<file path="src/rtl/rh_port_pkg.sv">
package rh_port_pkg;
  localparam int DW = 32;
  // read-side bit positions
  localparam int B_CONN    = 0;
  localparam int B_EN      = 1;
  localparam int B_SUSP    = 2;
  localparam int B_RST     = 4;
  localparam int B_PWR     = 8;
  localparam int B_LS      = 9;
  localparam int B_CSC     = 16;
  localparam int B_PRSC    = 20;
  // write-side command positions
  localparam int W_CLR_EN   = 0;
  localparam int W_SET_EN   = 1;
  localparam int W_SET_SUSP = 2;
  localparam int W_CLR_SUSP = 3;
  localparam int W_SET_RST  = 4;
  localparam int W_SET_PWR  = 8;
  localparam int W_CLR_PWR  = 9;
endpackage

</file>
<file path="src/rtl/rh_reset_timer.sv">
module rh_reset_timer #(
  parameter int RST_TICKS = 120000
) (
  input  logic clk,
  input  logic rst,
  input  logic run,
  input  logic tick,
  output logic done
);
  localparam int CW = $clog2(RST_TICKS + 1);
  localparam logic [CW-1:0] LAST = CW'(RST_TICKS - 1);

  logic [CW-1:0] cnt;

  assign done = run && tick && (cnt == LAST);

  always_ff @(posedge clk) begin
    if (rst || !run || done) cnt <= '0;
    else if (tick)           cnt <= cnt + 1'b1;
  end
endmodule

</file>
<file path="src/rtl/rh_write_hold.sv">
module rh_write_hold #(
  parameter int DW = 32
) (
  input  logic          clk,
  input  logic          rst,
  input  logic          wr_en,
  input  logic [DW-1:0] wr_data,
  input  logic          busy,
  output logic          cmd_vld,
  output logic [DW-1:0] cmd
);
  logic          pend_v;
  logic [DW-1:0] pend;

  assign cmd_vld = !busy && (pend_v || wr_en);
  assign cmd     = pend | (wr_en ? wr_data : '0);

  always_ff @(posedge clk) begin
    if (rst || !busy) begin
      pend_v <= 1'b0;
      pend   <= '0;
    end else if (wr_en) begin
      pend_v <= 1'b1;
      pend   <= pend | wr_data;
    end
  end
endmodule

</file>
<file path="src/rtl/rh_port_reg.sv">
module rh_port_reg
  import rh_port_pkg::*;
#(
  parameter int RST_TICKS    = 120000,
  parameter bit NONREMOVABLE = 1'b0
) (
  input  logic          clk,
  input  logic          rst,
  input  logic          tick_12m,
  input  logic          conn_det,
  input  logic          lowspd_det,
  input  logic          txn_busy,
  input  logic          wr_en,
  input  logic [DW-1:0] wr_data,
  output logic [DW-1:0] rd_data,
  output logic          port_rst_o,
  output logic          port_pwr_o,
  output logic          rh_change_o
);
  logic          cmd_vld;
  logic [DW-1:0] cmd;
  logic          rst_done;

  logic conn_q, en_q, susp_q, prst_q, pwr_q, ls_q, csc_q, prsc_q;
  logic conn_d, en_d, susp_d, prst_d, pwr_d, csc_d, prsc_d;
  logic conn_in;

  rh_write_hold #(.DW(DW)) u_hold (
    .clk(clk), .rst(rst), .wr_en(wr_en), .wr_data(wr_data),
    .busy(txn_busy), .cmd_vld(cmd_vld), .cmd(cmd)
  );

  rh_reset_timer #(.RST_TICKS(RST_TICKS)) u_timer (
    .clk(clk), .rst(rst), .run(prst_q), .tick(tick_12m), .done(rst_done)
  );

  generate
    if (NONREMOVABLE) begin : g_fixed
      assign conn_in = 1'b1;
    end else begin : g_detect
      assign conn_in = conn_det;
    end
  endgenerate

  always_comb begin
    conn_d = conn_in;
    en_d   = en_q;
    susp_d = susp_q;
    prst_d = prst_q;
    pwr_d  = pwr_q;
    csc_d  = csc_q;
    prsc_d = prsc_q;
    // software commands (clears first, sets after so sets win)
    if (cmd_vld) begin
      if (cmd[B_CSC])      csc_d  = 1'b0;
      if (cmd[B_PRSC])     prsc_d = 1'b0;
      if (cmd[W_CLR_EN])   en_d   = 1'b0;
      if (cmd[W_CLR_SUSP]) susp_d = 1'b0;
      if (cmd[W_SET_PWR])  pwr_d  = 1'b1;
      if (cmd[W_CLR_PWR]) begin
        pwr_d = 1'b0;
        en_d  = 1'b0;
      end
      if (cmd[W_SET_EN])   begin if (conn_q) en_d   = 1'b1; else csc_d = 1'b1; end
      if (cmd[W_SET_SUSP]) begin if (conn_q) susp_d = 1'b1; else csc_d = 1'b1; end
      if (cmd[W_SET_RST])  begin if (conn_q) prst_d = 1'b1; else csc_d = 1'b1; end
    end
    // reset pulse completion
    if (rst_done) begin
      prst_d = 1'b0;
      prsc_d = 1'b1;
      en_d   = 1'b1;
    end
    // connect / disconnect events
    if (conn_in != conn_q) begin
      csc_d = 1'b1;
      if (!conn_in) begin
        en_d   = 1'b0;
        susp_d = 1'b0;
        prst_d = 1'b0;
        prsc_d = prsc_q && !(cmd_vld && cmd[B_PRSC]);
      end
    end
  end

  always_ff @(posedge clk) begin
    if (rst) begin
      conn_q      <= NONREMOVABLE;
      en_q        <= 1'b0;
      susp_q      <= 1'b0;
      prst_q      <= 1'b0;
      pwr_q       <= 1'b0;
      ls_q        <= 1'b0;
      csc_q       <= NONREMOVABLE;
      prsc_q      <= 1'b0;
      rh_change_o <= 1'b0;
    end else begin
      conn_q      <= conn_d;
      en_q        <= en_d;
      susp_q      <= susp_d;
      prst_q      <= prst_d;
      pwr_q       <= pwr_d;
      ls_q        <= lowspd_det;
      csc_q       <= csc_d;
      prsc_q      <= prsc_d;
      rh_change_o <= (csc_d && !csc_q) || (prsc_d && !prsc_q);
    end
  end

  always_comb begin
    rd_data         = '0;
    rd_data[B_CONN] = conn_q;
    rd_data[B_EN]   = en_q;
    rd_data[B_SUSP] = susp_q;
    rd_data[B_RST]  = prst_q;
    rd_data[B_PWR]  = pwr_q;
    rd_data[B_LS]   = ls_q && conn_q;
    rd_data[B_CSC]  = csc_q;
    rd_data[B_PRSC] = prsc_q;
  end

  assign port_rst_o = prst_q;
  assign port_pwr_o = pwr_q;
endmodule

</file>
<file path="config.mk">
export PLATFORM = sky130hd
export DESIGN_NAME = rh_port_reg
export DESIGN_NICKNAME = d
export VERILOG_FILES = /design/src/rtl/rh_port_pkg.sv /design/src/rtl/rh_reset_timer.sv /design/src/rtl/rh_write_hold.sv /design/src/rtl/rh_port_reg.sv
export SDC_FILE = /design/constraint.sdc
export NUM_CORES = 1
export LEC_CHECK = 0
export BUFFER_PORTS_ARGS = -buffer_cell sky130_fd_sc_hd__clkbuf_2
export CORE_ASPECT_RATIO = 1.4
export CORE_UTILIZATION = 42
export DETAILED_ROUTE_END_ITERATION = 7
export GPL_TIMING_DRIVEN = 0
export PLACE_DENSITY = 0.78
export SLEW_MARGIN = 10
export SYNTH_ARGS = -nofsm -noshare
export SYNTH_HDL_FRONTEND = slang
export SYNTH_HIERARCHICAL = 1
export SYNTH_SLANG_ARGS = --single-unit
export TNS_END_PERCENT = 20
</file>
<file path="constraint.sdc">
create_clock -name clk -period 1.7 [get_ports clk]
set_input_delay 0.17 -clock clk [delete_from_list [all_inputs] [get_ports clk]]
set_output_delay 0.17 -clock clk [all_outputs]
set_load 0.05 [all_outputs]
</file>
# After elaboration in Yosys (flattened, before gate mapping)
# Cells that the tools add are included.
dict set report totals {
  reg_bits 59
  elab_cells 74
  output_inout_bits 35
  input_bits 39
}
dict set report classes {
  mux 37
  add_sub_neg 1
  bitwise_logic 2
  n_reduce_logical 20
  n_eq_ne 2
}
# operator n
set ops {}
lappend ops {{2-to-1 mux 1 bit} 36}
lappend ops {{OR 32 bit} 1}
lappend ops {{2-to-1 mux 21 bit} 1}
lappend ops {{OR 21 bit} 1}
lappend ops {{adder 17 x 1 -> 17 bit, second input constant} 1}
lappend ops {{== test 17 bit, second input constant} 1}
lappend ops {{logical AND 1 bit} 8}
lappend ops {{zero test 1 bit} 5}
lappend ops {{logical OR 1 bit} 5}
lappend ops {{AND reduction 2 bit} 1}
lappend ops {{nonzero test 2 bit} 1}
lappend ops {{inequality test 1 bit} 1}

# Logic depth before layout (Yosys ltp)
# Gate-level depths: netlist of run 1.
dict set report logic_depth {
  word_depth 13
  mapped_depth 8
}

# Modules after synthesis
# Netlist of run 1, hierarchy kept.
# mod instances cells_each area_per_inst_um2 seq_area_each_um2
set by_module_without_submodules {}
lappend by_module_without_submodules {rh_write_hold 1 108 1178.6 660.6}
lappend by_module_without_submodules {rh_reset_timer 1 93 822.0 340.3}
lappend by_module_without_submodules {rh_port_reg 1 76 616.8 180.2}

# Least setup slack after synthesis of run 1
# Ideal clock, no wire load.
dict set report synth_path {
  kind {reg-to-reg}
  startpoint {reg prst_q, in the netlist port_rst_o}
  endpoint {reg rh_change_o}
  setup_slack_ns -0.279
  t_arrival_ns 1.887
  stages_incl_launch_ff 7
  n_path_buf 0
  period_less_slack_ns 1.979
  required_ns 1.608
  cell_sequence {dfxtp_1 > and4b_1 > nand4_1 > nor4_1 > nor2b_1 > nor4_1 > nor4_1}
}
dict set report synth_between {
  elab_chain_len 7
}
# item line
set synth_rtl {}
lappend synth_rtl {{start: declaration} rh_port_reg.sv:24} ;# logic conn_q, en_q, susp_q, prst_q, pwr_q, ls_q, csc_q, prsc_q;
lappend synth_rtl {{start signal: assignment} rh_port_reg.sv:101} ;# prst_q <= prst_d;
lappend synth_rtl {{logical AND 1 bit (*) (2 in a row)} rh_reset_timer.sv:15} ;# assign done = run && tick && (cnt == LAST);
lappend synth_rtl {{net rst_done} rh_port_reg.sv:22} ;# logic rst_done;
lappend synth_rtl {{2-to-1 mux 1 bit (*)} rh_port_reg.sv:69} ;# if (rst_done) begin
lappend synth_rtl {{2-to-1 mux 1 bit} rh_port_reg.sv:77} ;# if (!conn_in) begin
lappend synth_rtl {{2-to-1 mux 1 bit (*)} rh_port_reg.sv:75} ;# if (conn_in != conn_q) begin
lappend synth_rtl {{logical AND 1 bit (*)} rh_port_reg.sv:106} ;# rh_change_o <= (csc_d && !csc_q) || (prsc_d && !prsc_q);
lappend synth_rtl {{logical OR 1 bit (*)} rh_port_reg.sv:106}
lappend synth_rtl {{end signal: assignment} rh_port_reg.sv:106}
lappend synth_rtl {{end: declaration} rh_port_reg.sv:18} ;# output logic rh_change_o
# Mark *: on every way through the listed nets, which the timed path passes. The rest lies on a longest branch.
# A chain may end at the register's enable or synchronous reset.

# Final worst setup path of run 1
dict set report layout_path {
  startpoint {reg u_timer.cnt[9]}
  endpoint {reg u_timer.cnt[11]}
}
dict set report layout_between {
  elab_chain_len 3
  word_cells_on_any_way 4
}
# item line
set layout_rtl {}
lappend layout_rtl {{start: declaration} rh_reset_timer.sv:13} ;# logic [CW-1:0] cnt;
lappend layout_rtl {{start signal: assignment} rh_reset_timer.sv:19} ;# else if (tick) cnt <= cnt + 1'b1;
lappend layout_rtl {{branches (longest 3 deep; another with adder 17 x 1 -> 17 bit)} n/a}
# Several ways; the timed one is not identified.

==> results.sh, run 1 <==
export IMPL_fill_cells=389
export IMPL_critPathArrivalTime_ps=1940
export IMPL_cts_tree="yes"
export IMPL_dieHeight_um=80.3
export IMPL_skew_ps=11.4
export IMPL_drtIter0Drc=41
export IMPL_switchingPower_w=0.000537
export IMPL_hold_viol=0
export IMPL_crit_cells=7
export IMPL_vias=1487
export IMPL_clk_root_buffer_cell="clkbuf_8"
export IMPL_cts_hold_buf=0
export IMPL_fp_row_count=28
export IMPL_clock_sinks=36
export IMPL_yosysWarningCount=6
export IMPL_powerDensity_nw_per_um2=761
export IMPL_start_util_pct=43.8
export IMPL_combPwrFrac_pct=18.3
export IMPL_layout_setup_ws_ps=-58.0
export IMPL_multi_input_area_sq_um=948
export IMPL_grt_use_total_pct=16.0
export IMPL_cts_max_path_buffers=2
export IMPL_tns_ps=-513
export IMPL_coreArea_sq_um=4200
export IMPL_io_buffers=24
export IMPL_nets=309
export IMPL_first_global_vias=1343
export IMPL_violations="design-rule violations, negative setup slack"
export IMPL_path_cells="nor4b_4, nand4_1, buf_4, buf_6, o21ai_4, buf_6, nor2_1"
export IMPL_path_class="reg -> reg"
export IMPL_p_int_w=0.00125
export IMPL_critPathSlowestCell="dfxtp_4"
export IMPL_antenna_cells=0
export IMPL_hp_start="lowspd_det"
export IMPL_max_stage_delay_ps=360
export IMPL_r2r_end="u_timer/cnt[11]"
export IMPL_min_to="ls_q"
export IMPL_r2r_cells=7
export IMPL_drt_pass1_iterations=8
export IMPL_clk_pin_slew_ps=70
export IMPL_min_path_type="in -> reg"
export IMPL_period_needed_ps=1760
export IMPL_grt_overflow_total=0
export IMPL_viasPerCell=4.72
export IMPL_switching_share_pct=30.1
export IMPL_place_congestion=0.857
export IMPL_ant_nets=0
export IMPL_wl_mm=3.48
export IMPL_ir_drop_v=0.000478
export IMPL_drc=3
export IMPL_crit_family="simple AND/OR/NAND/NOR gates"
export IMPL_place_area_sq_um=2130
export IMPL_rsz0062_at_grt="yes"
export IMPL_max_clock_freq_mhz=569
export IMPL_power_frac_clock_pct=33.4
export IMPL_dp_hpwl_mm=2.55
export IMPL_seq_power_share_pct=48.3
export IMPL_cts_made_buffers=5
export IMPL_syn_inst=208
export IMPL_holdPathStages=2
export IMPL_setup_viol=11
export IMPL_finalCoreUtilization_pct=55.9
export IMPL_clk_latency_ps=300
export IMPL_crit_path_frequent_cell="buf_6"
export IMPL_io_pin_count=74
export IMPL_register_area_sq_um=743
export IMPL_cp_required_ps=1880
export IMPL_slew_violations=0
export IMPL_r2r_start="u_timer/cnt[9]"
export IMPL_status="finished, violations left"
export IMPL_start_kind="register"
export IMPL_wire_per_inst_um=11.1
export IMPL_power_leakage_nw=1.03
export IMPL_synth_avg_cell_area_sq_um=8.85
export IMPL_grt_max_degree=13
export IMPL_antenna_found_initial=0
export IMPL_die_area_sq_um=4650
export IMPL_cp_max_fo=10
export IMPL_r2r_setup_slack_ps=-60
export IMPL_drive_above_1_share_pct=37.4
export IMPL_cp_num_buf_inv=3
export IMPL_fin_area_sq_um=2350
export IMPL_die_width_um=57.9
export IMPL_grt_pass1_wl_mm=5.61
export IMPL_critPathCaptureType="register"
export IMPL_syn_area_sq_um=1840
export IMPL_maxCapViolations=0
export IMPL_htree_levels=2
export IMPL_fin_crit_sh_pct=103
export IMPL_syn_to_final_growth_pct=27.6
[layout by cell type, fill, tap and decap left out, drive strengths merged, types with 2 or more instances in the layout]
cell type / n
nor3: 5
nor2: 23
xor2: 5
nor2b: 13
nand4: 6
inv: 3
clkbuf: 31
clkinv: 3
xnor2: 9
nand2: 11
dfxtp: 36
nand2b: 3
a31oi: 2
o21ai: 6
a21oi: 6
or3: 2
a21o: 9
nor4: 5
conb: 24
nand3: 7
buf: 47
[sequential cells by signal (all words and copies together) (netlist names)]
name           flops
conn_q             1
csc_q              1
en_q               1
ls_q               1
port_pwr_o         1
port_rst_o         1
prsc_q             1
rh_change_o        1
susp_q             1
u_hold/pend        9
u_hold/pend_v      1
u_timer/cnt       17
[how the worst max path moves through the flow]
stage	startpoint	end	slack, ps
3_3_place_gp	u_timer/cnt[0]	u_timer/cnt[8]	-210
3_5_place_dp	u_timer/cnt[0]	u_timer/cnt[10]	-230
6_report	u_timer/cnt[9]	u_timer/cnt[11]	-60
2_1_floorplan	u_timer/cnt[0]	u_timer/cnt[16]	20
5_1_grt	u_timer/cnt[9]	rh_change_o	-180
4_1_cts	u_timer/cnt[6]	u_timer/cnt[13]	10
[what timing repair did]
item | in CTS | in global routing
setup buffers | 2 | 5
pin swaps | 4 | 12
endpoints found under the setup margin | 15 | 14
gates resized for setup | 12 | 12
[power by group through the flow]
stage	clock network, W	registers (W)	logic, W
4_1_cts	0.000613	0.000868	0.000326
3_5_place_dp	0	0.000889	0.000326
5_1_grt	0.000656	0.000864	0.000349
6_report	0.000597	0.000863	0.000328
2_1_floorplan	0	0.000899	0.000270
3_3_place_gp	0	0.000888	0.000323
[worst reg2reg max path, stage by stage, from the launching register on]
cell and delay [ps]:
dfxtp_4 360, nor4b_4 270, nand4_1 210, buf_4 190, buf_6 110, o21ai_4 260
buf_6 190, nor2_1 60
[cell type report]
class                           count  area share (%)
Multi-Input combinational cell    150            40.4
Tap cell                           45            2.40
Timing Repair Buffer               31            7.51
Sequential cell                    36            31.6
Clock inverter                      3           0.799
Clock buffer                        5            2.93
Buffer                             42            13.9
Inverter                            3           0.479
[layer usage]
layer,track usage [%],wire length [um],part of all wire (%),vias to the layer above
met5,0,0,0,-
li1,-,-,-,765
met4,7.14,92,2.6,0
met2,30.8,1910,55,33
met3,4.83,153,4.4,7
met1,15.1,1320,38,682
[through the flow]
stage          hold slack (ps)  power (W)  std cells  worst slack, ps
6_report                  95.8    0.00179        315            -58.0
5_1_grt                    133    0.00187        315             -177
2_1_floorplan              242    0.00117        231             16.3
3_5_place_dp               400    0.00121        300             -234
4_1_cts                   91.4    0.00181        310             13.9
3_3_place_gp               381    0.00121        300             -215
Note: power is estimated with default switching activity, not from simulation.
==> run 2, diff against run 1 <==
--- a/config.mk
+++ b/config.mk
@@ -16,4 +16,4 @@
 export SYNTH_HDL_FRONTEND = slang
 export SYNTH_HIERARCHICAL = 1
 export SYNTH_SLANG_ARGS = --single-unit
-export TNS_END_PERCENT = 20
+export TNS_END_PERCENT = 50
==> constraint.sdc (replaced) <==
create_clock -name clk -period 1.7 [get_ports clk]
set_input_delay 0.425 -clock clk [delete_from_list [all_inputs] [get_ports clk]]
set_output_delay 0.425 -clock clk [all_outputs]
set_load 0.01 [all_outputs]
==> run 2 against run 1 <==
  * The flow still finishes with violations (design-rule violations, negative setup slack)
  * Critical path type unchanged
  * Cell count unchanged
  * Global-route usage down 0.34 points
  * Power up 1.0%
  * Flip-flop and latch count unchanged
  * Maximum frequency up 1.8%
  * Register-to-register slack better by 30 ps
  * Die area unchanged
  * Clock-buffer cell count unchanged
  * Largest power group unchanged
  * Routed wire length down 5.5%
  * Sequential power about the same
  * First-iteration DRC count down 7.3%
  * Non-clock buffer count unchanged
==> results.sh, run 2 (synthesized netlist as in run 1, its figures left out) <==
export IMPL_ir_drop_v=0.000590
export IMPL_wire_per_inst_um=10.5
export IMPL_htree_levels=2
export IMPL_skew_ps=9.84
export IMPL_coreArea_sq_um=4200
export IMPL_critPathCaptureType="register"
export IMPL_clk_pin_slew_ps=70
export IMPL_whs_ps=357
export IMPL_critPathSlowestCell="dfxtp_2"
export IMPL_die_area_sq_um=4650
export IMPL_reg_top3="u_timer/cnt (17), u_hold/pend (9)"
export IMPL_clk_root_buffer_cell="clkbuf_8"
export IMPL_period_needed_ps=1730
export IMPL_place_congestion=0.854
export IMPL_clk_latency_ps=290
export IMPL_final_cell_mix="buf_4 (38), dfxtp_1 (29), conb_1 (24), clkbuf_2 (24), nor2_1 (23)"
export IMPL_layout_commonest_cell="buf_4"
export IMPL_largest_reg_flops=17
export IMPL_io_buffers=24
export IMPL_slew_violations=0
export IMPL_layout_setup_ws_ps=-26.1
export IMPL_ant_nets=0
export IMPL_regMostFlops="u_timer/cnt"
export IMPL_setup_viol=1
export IMPL_clock_sinks=36
export IMPL_drive_above_1_share_pct=35.9
export IMPL_antenna_cells=0
export IMPL_drt_pass1_iterations=6
export IMPL_status="finished, violations left"
export IMPL_cts_tree="yes"
export IMPL_dieHeight_um=80.3
export IMPL_max_stage_delay_ps=360
export IMPL_cts_made_buffers=5
export IMPL_grt_overflow_total=0
export IMPL_path_cells="nor4b_2, nand4_1, nor4_4, nor2b_4, nor4_1, nor4_1"
export IMPL_min_path_type="in -> reg"
export IMPL_nets=309
export IMPL_dp_hpwl_mm=2.52
export IMPL_p_total_w=0.00180
export IMPL_first_global_vias=1353
export IMPL_path_class="reg -> reg"
export IMPL_grt_pass1_wl_mm=5.67
export IMPL_io_pin_count=74
export IMPL_place_ws_ps=-259
export IMPL_hold_viol=0
export IMPL_rsz0062_at_grt="yes"
export IMPL_violations="design-rule violations, negative setup slack"
export IMPL_die_width_um=57.9
export IMPL_cp_required_ps=1880
export IMPL_cp_num_buf_inv=0
export IMPL_fin_crit_sh_pct=102
export IMPL_antenna_found_initial=0
export IMPL_max_clock_freq_mhz=579
export IMPL_maxCapViolations=0
export IMPL_crit_path_frequent_cell="nor4_1"
export IMPL_power_leakage_nw=1.03
export IMPL_cts_max_path_buffers=2
export IMPL_viasPerCell=4.66
export IMPL_crit_family="simple AND/OR/NAND/NOR gates"
export IMPL_vias=1469
export IMPL_cp_max_fo=6
export IMPL_start_util_pct=43.8
export IMPL_powerDensity_nw_per_um2=765
export IMPL_drc=4
export IMPL_fp_row_count=28
export IMPL_start_kind="register"
export IMPL_grt_use_total_pct=15.7
export IMPL_grt_max_degree=13
export IMPL_syn_to_final_growth_pct=28.1
export IMPL_drtIter0Drc=38
export IMPL_wl_mm=3.29
export IMPL_critPathArrivalTime_ps=1910
export IMPL_cts_hold_buf=0
[run 2: cell types whose count changed in the layout (fill, tap and decap cells not counted)]
cell,before,now
a21oi_2,1,0
nand3_4,1,2
nand3_2,1,0
clkinv_2,2,1
bufinv_16,0,1
dfxtp_4,4,2
dfxtp_2,6,5
nor4b_4,1,0
clkinvlp_4,0,1
dfxtp_1,26,29
nor4b_2,0,1
clkinv_4,1,0
a21oi_1,5,6
[run 2: cell type report]
class	instances	area, sq um
Buffer	42	329
Clock buffer	5	68.8
Clock inverter	3	42.5
Fill cell	419	1850
Inverter	3	11.3
Multi-Input combinational cell	150	943
Sequential cell	36	734
Tap cell	45	56.3
Timing Repair Buffer	31	173
[run 2: where the power goes]
group          internal, W  switching (W)  total (W)
Clock             0.000434       0.000304   0.000738
Sequential        0.000858     0.00000749   0.000865
Combinational     0.000109      0.0000924   0.000201
[run 2: path summary, 6_finish.rpt]
check / start / endpoint / slack [ps] / cells after the start
worst max-delay path: u_timer/cnt[11] / rh_change_o / -30 / 6
worst max register to register: u_timer/cnt[11] / rh_change_o / -30 / 6
worst min-delay path: lowspd_det / ls_q / 360 / 2
worst min register to register: en_q / en_q / 470 / 2
[run 2: timing repair]
action | 4_1_cts | 5_1_grt
setup buffers | 5 | 2
setup endpoints to repair | 14 | 16
gates cloned | 0 | 0
gates resized for setup | 13 | 5
pin swaps | 4 | 2
hold endpoints to repair | 0 | 0
[run 2: metal layers]
metal  wire length (um)  GRT usage, %  share of wire, %  up-vias
li1                   -             -                 -      763
met1               1260          16.0                38      669
met2               1860          29.8                56       35
met3                157          4.51               4.8        2
met4                 16          5.24              0.49        0
met5                  0             0                 0        -
[run 2: stage by stage]
step | instance area [sq um] | TNS (ps) | cells | utilization [%]
5_1_grt | 2360 | -324 | 315 | 56.1
3_3_place_gp | 2140 | -2620 | 300 | 50.9
2_1_floorplan | 1960 | -8.54 | 231 | -
4_1_cts | 2330 | -30.4 | 313 | 55.3
3_5_place_dp | 2140 | -3080 | 300 | 50.9
6_report | 2360 | -26.1 | 315 | 56.1
==> run 3, diff against run 2 <==
--- a/config.mk
+++ b/config.mk
@@ -5,12 +5,12 @@
 export SDC_FILE = /design/constraint.sdc
 export NUM_CORES = 1
 export LEC_CHECK = 0
-export BUFFER_PORTS_ARGS = -buffer_cell sky130_fd_sc_hd__clkbuf_2
 export CORE_ASPECT_RATIO = 1.4
 export CORE_UTILIZATION = 42
 export DETAILED_ROUTE_END_ITERATION = 7
+export DONT_BUFFER_PORTS = 1
 export GPL_TIMING_DRIVEN = 0
-export PLACE_DENSITY = 0.78
+export PLACE_DENSITY = 0.68
 export SLEW_MARGIN = 10
 export SYNTH_ARGS = -nofsm -noshare
 export SYNTH_HDL_FRONTEND = slang
==> run 3 against run 2 <==
  * The flow finishes with violations (design-rule violations)
  * Die area did not move
  * Register-to-register slack improved by 40 ps
  * Critical path type unchanged
  * Clock skew fell by 2.4 ps
  * Clock-buffer cell count did not move
  * Critical path depth did not move
  * Combinational power fell by 14%
  * Global-route usage fell by 0.21 points
  * Largest power group unchanged
==> results.sh, run 3 (synthesized netlist as in run 1, its figures left out) <==
export IMPL_status="finished, violations left"
export IMPL_violations="design-rule violations"
export IMPL_cp_required_ps=1890
export IMPL_syn_to_final_growth_pct=20.5
export IMPL_fin_cells=287
export IMPL_cts_max_path_buffers=2
export IMPL_grt_overflow_total=0
export IMPL_grt_pass1_wl_mm=5.48
export IMPL_antenna_cells=0
export IMPL_drc=8
export IMPL_cp_startpoint="u_timer/cnt[0]"
export IMPL_ant_nets=0
export IMPL_max_clock_freq_mhz=594
export IMPL_critPathArrivalTime_ps=1870
export IMPL_min_path_type="in -> reg"
export IMPL_fin_crit_sh_pct=99.1
export IMPL_antenna_found_initial=0
export IMPL_critPathCaptureType="register"
export IMPL_layout_commonest_cell="buf_4"
export IMPL_largest_reg_flops=17
export IMPL_place_congestion=0.712
export IMPL_drt_pass1_iterations=6
export IMPL_clock_sinks=36
export IMPL_die_area_sq_um=4650
export IMPL_start_util_pct=43.8
export IMPL_coreArea_sq_um=4200
export IMPL_worstSetupEndpoint="rh_change_o"
export IMPL_rsz0062_at_grt="yes"
export IMPL_dieHeight_um=80.3
export IMPL_hold_viol=0
export IMPL_first_global_vias=1272
export IMPL_regMostFlops="u_timer/cnt"
export IMPL_htree_levels=2
export IMPL_crit_path_frequent_cell="nor4_1"
export IMPL_path_cells="ha_4, nand4_4, nor4_4, nor2b_4, nor4_1, nor4_1"
export IMPL_drive_above_1_share_pct=31.0
export IMPL_p_total_w=0.00178
export IMPL_crit_family="simple AND/OR/NAND/NOR gates"
export IMPL_setup_viol=0
export IMPL_viasPerCell=4.78
export IMPL_r2r_setup_slack_ps=20
export IMPL_cp_max_fo=8
export IMPL_r2r_cells=6
export IMPL_r2r_end="rh_change_o"
export IMPL_drtIter0Drc=34
export IMPL_dp_cells=276
export IMPL_clk_latency_ps=290
export IMPL_fp_row_count=28
export IMPL_cts_tree="yes"
export IMPL_nets=281
export IMPL_die_width_um=57.9
export IMPL_crit_cells=6
export IMPL_wl_mm=3.27
export IMPL_cp_num_buf_inv=0
export IMPL_maxCapViolations=0
export IMPL_power_leakage_nw=0.914
export IMPL_path_class="reg -> reg"
export IMPL_skew_ps=7.45
export IMPL_vias=1371
export IMPL_dp_hpwl_mm=2.44
export IMPL_ir_drop_v=0.000372
export IMPL_grt_max_degree=13
export IMPL_grt_use_total_pct=15.5
export IMPL_period_needed_ps=1680
export IMPL_wire_per_inst_um=11.4
export IMPL_critPathSlowestCell="dfxtp_4"
export IMPL_reg_top3="u_timer/cnt (17), u_hold/pend (9)"
export IMPL_slew_violations=0
export IMPL_io_buffers=0
export IMPL_clk_root_buffer_cell="clkbuf_8"
export IMPL_powerDensity_nw_per_um2=801
export IMPL_clk_pin_slew_ps=70
export IMPL_r2r_start="u_timer/cnt[0]"
export IMPL_io_pin_count=74
export IMPL_final_cell_mix="buf_4 (35), conb_1 (24), nor2_1 (23), dfxtp_1 (23), nor2b_1 (12)"
export IMPL_start_kind="register"
export IMPL_max_stage_delay_ps=380
export IMPL_cts_made_buffers=5
run 3: cell types whose count changed in the layout (fill, tap and decap cells not counted):
cell / change
buf_4: -3
buf_6: -1
clkbuf_2: -24
dfxtp_1: -6
dfxtp_2: +4
dfxtp_4: +2
run 3: cell type report:
class	instances	area (sq um)
Inverter	3	11.3
Sequential cell	36	747
Clock buffer	5	68.8
Tap cell	45	56.3
Buffer	42	325
Fill cell	410	1990
Clock inverter	3	42.5
Multi-Input combinational cell	150	943
Timing Repair Buffer	3	22.5
run 3: layer usage:
metal	GRT usage, %	share of wire [%]	vias to the layer above
met4	7.14	1.9	0
met5	0	0	-
met3	4.03	5.3	6
li1	-	-	709
met2	29.9	55	32
met1	14.8	37	624
run 3: metrics by stage:
stage	util (%)	instance area [sq um]	TNS, ps	hold slack, ps	worst slack (ps)
2_1_floorplan	-	1960	-8.54	432	-8.54
3_3_place_gp	48.0	2020	-2930	442	-255
3_5_place_dp	48.0	2020	-3340	456	-286
4_1_cts	52.3	2200	0	192	13.1
5_1_grt	52.7	2220	-229	200	-198
6_report	52.7	2220	0	197	15.8
run 3: worst min-delay path by stage:
stage                   from       endpoint  slack (ps)  depth (start not counted)
2_1_floorplan           en_q           en_q         430                          2
3_3_place_gp   u_hold/pend_v  u_hold/pend_v         440                          2
3_5_place_dp   u_hold/pend_v  u_hold/pend_v         460                          2
4_1_cts                  rst           ls_q         190                          1
5_1_grt                  rst           ls_q         200                          1
6_report                 rst           ls_q         200                          1
run 3: report_power, final:
part           internal (W)  switching, W
Clock              0.000434      0.000306
Sequential         0.000855    0.00000990
Combinational     0.0000924     0.0000801
Total               0.00138      0.000396
run 3: what timing repair did:
item | in CTS | in global routing
endpoints found under the setup margin | 18 | 7
hold buffers | 0 | 0
resized for setup | 14 | 11
pin swaps | 5 | 1
buffers inserted | 3 | 0
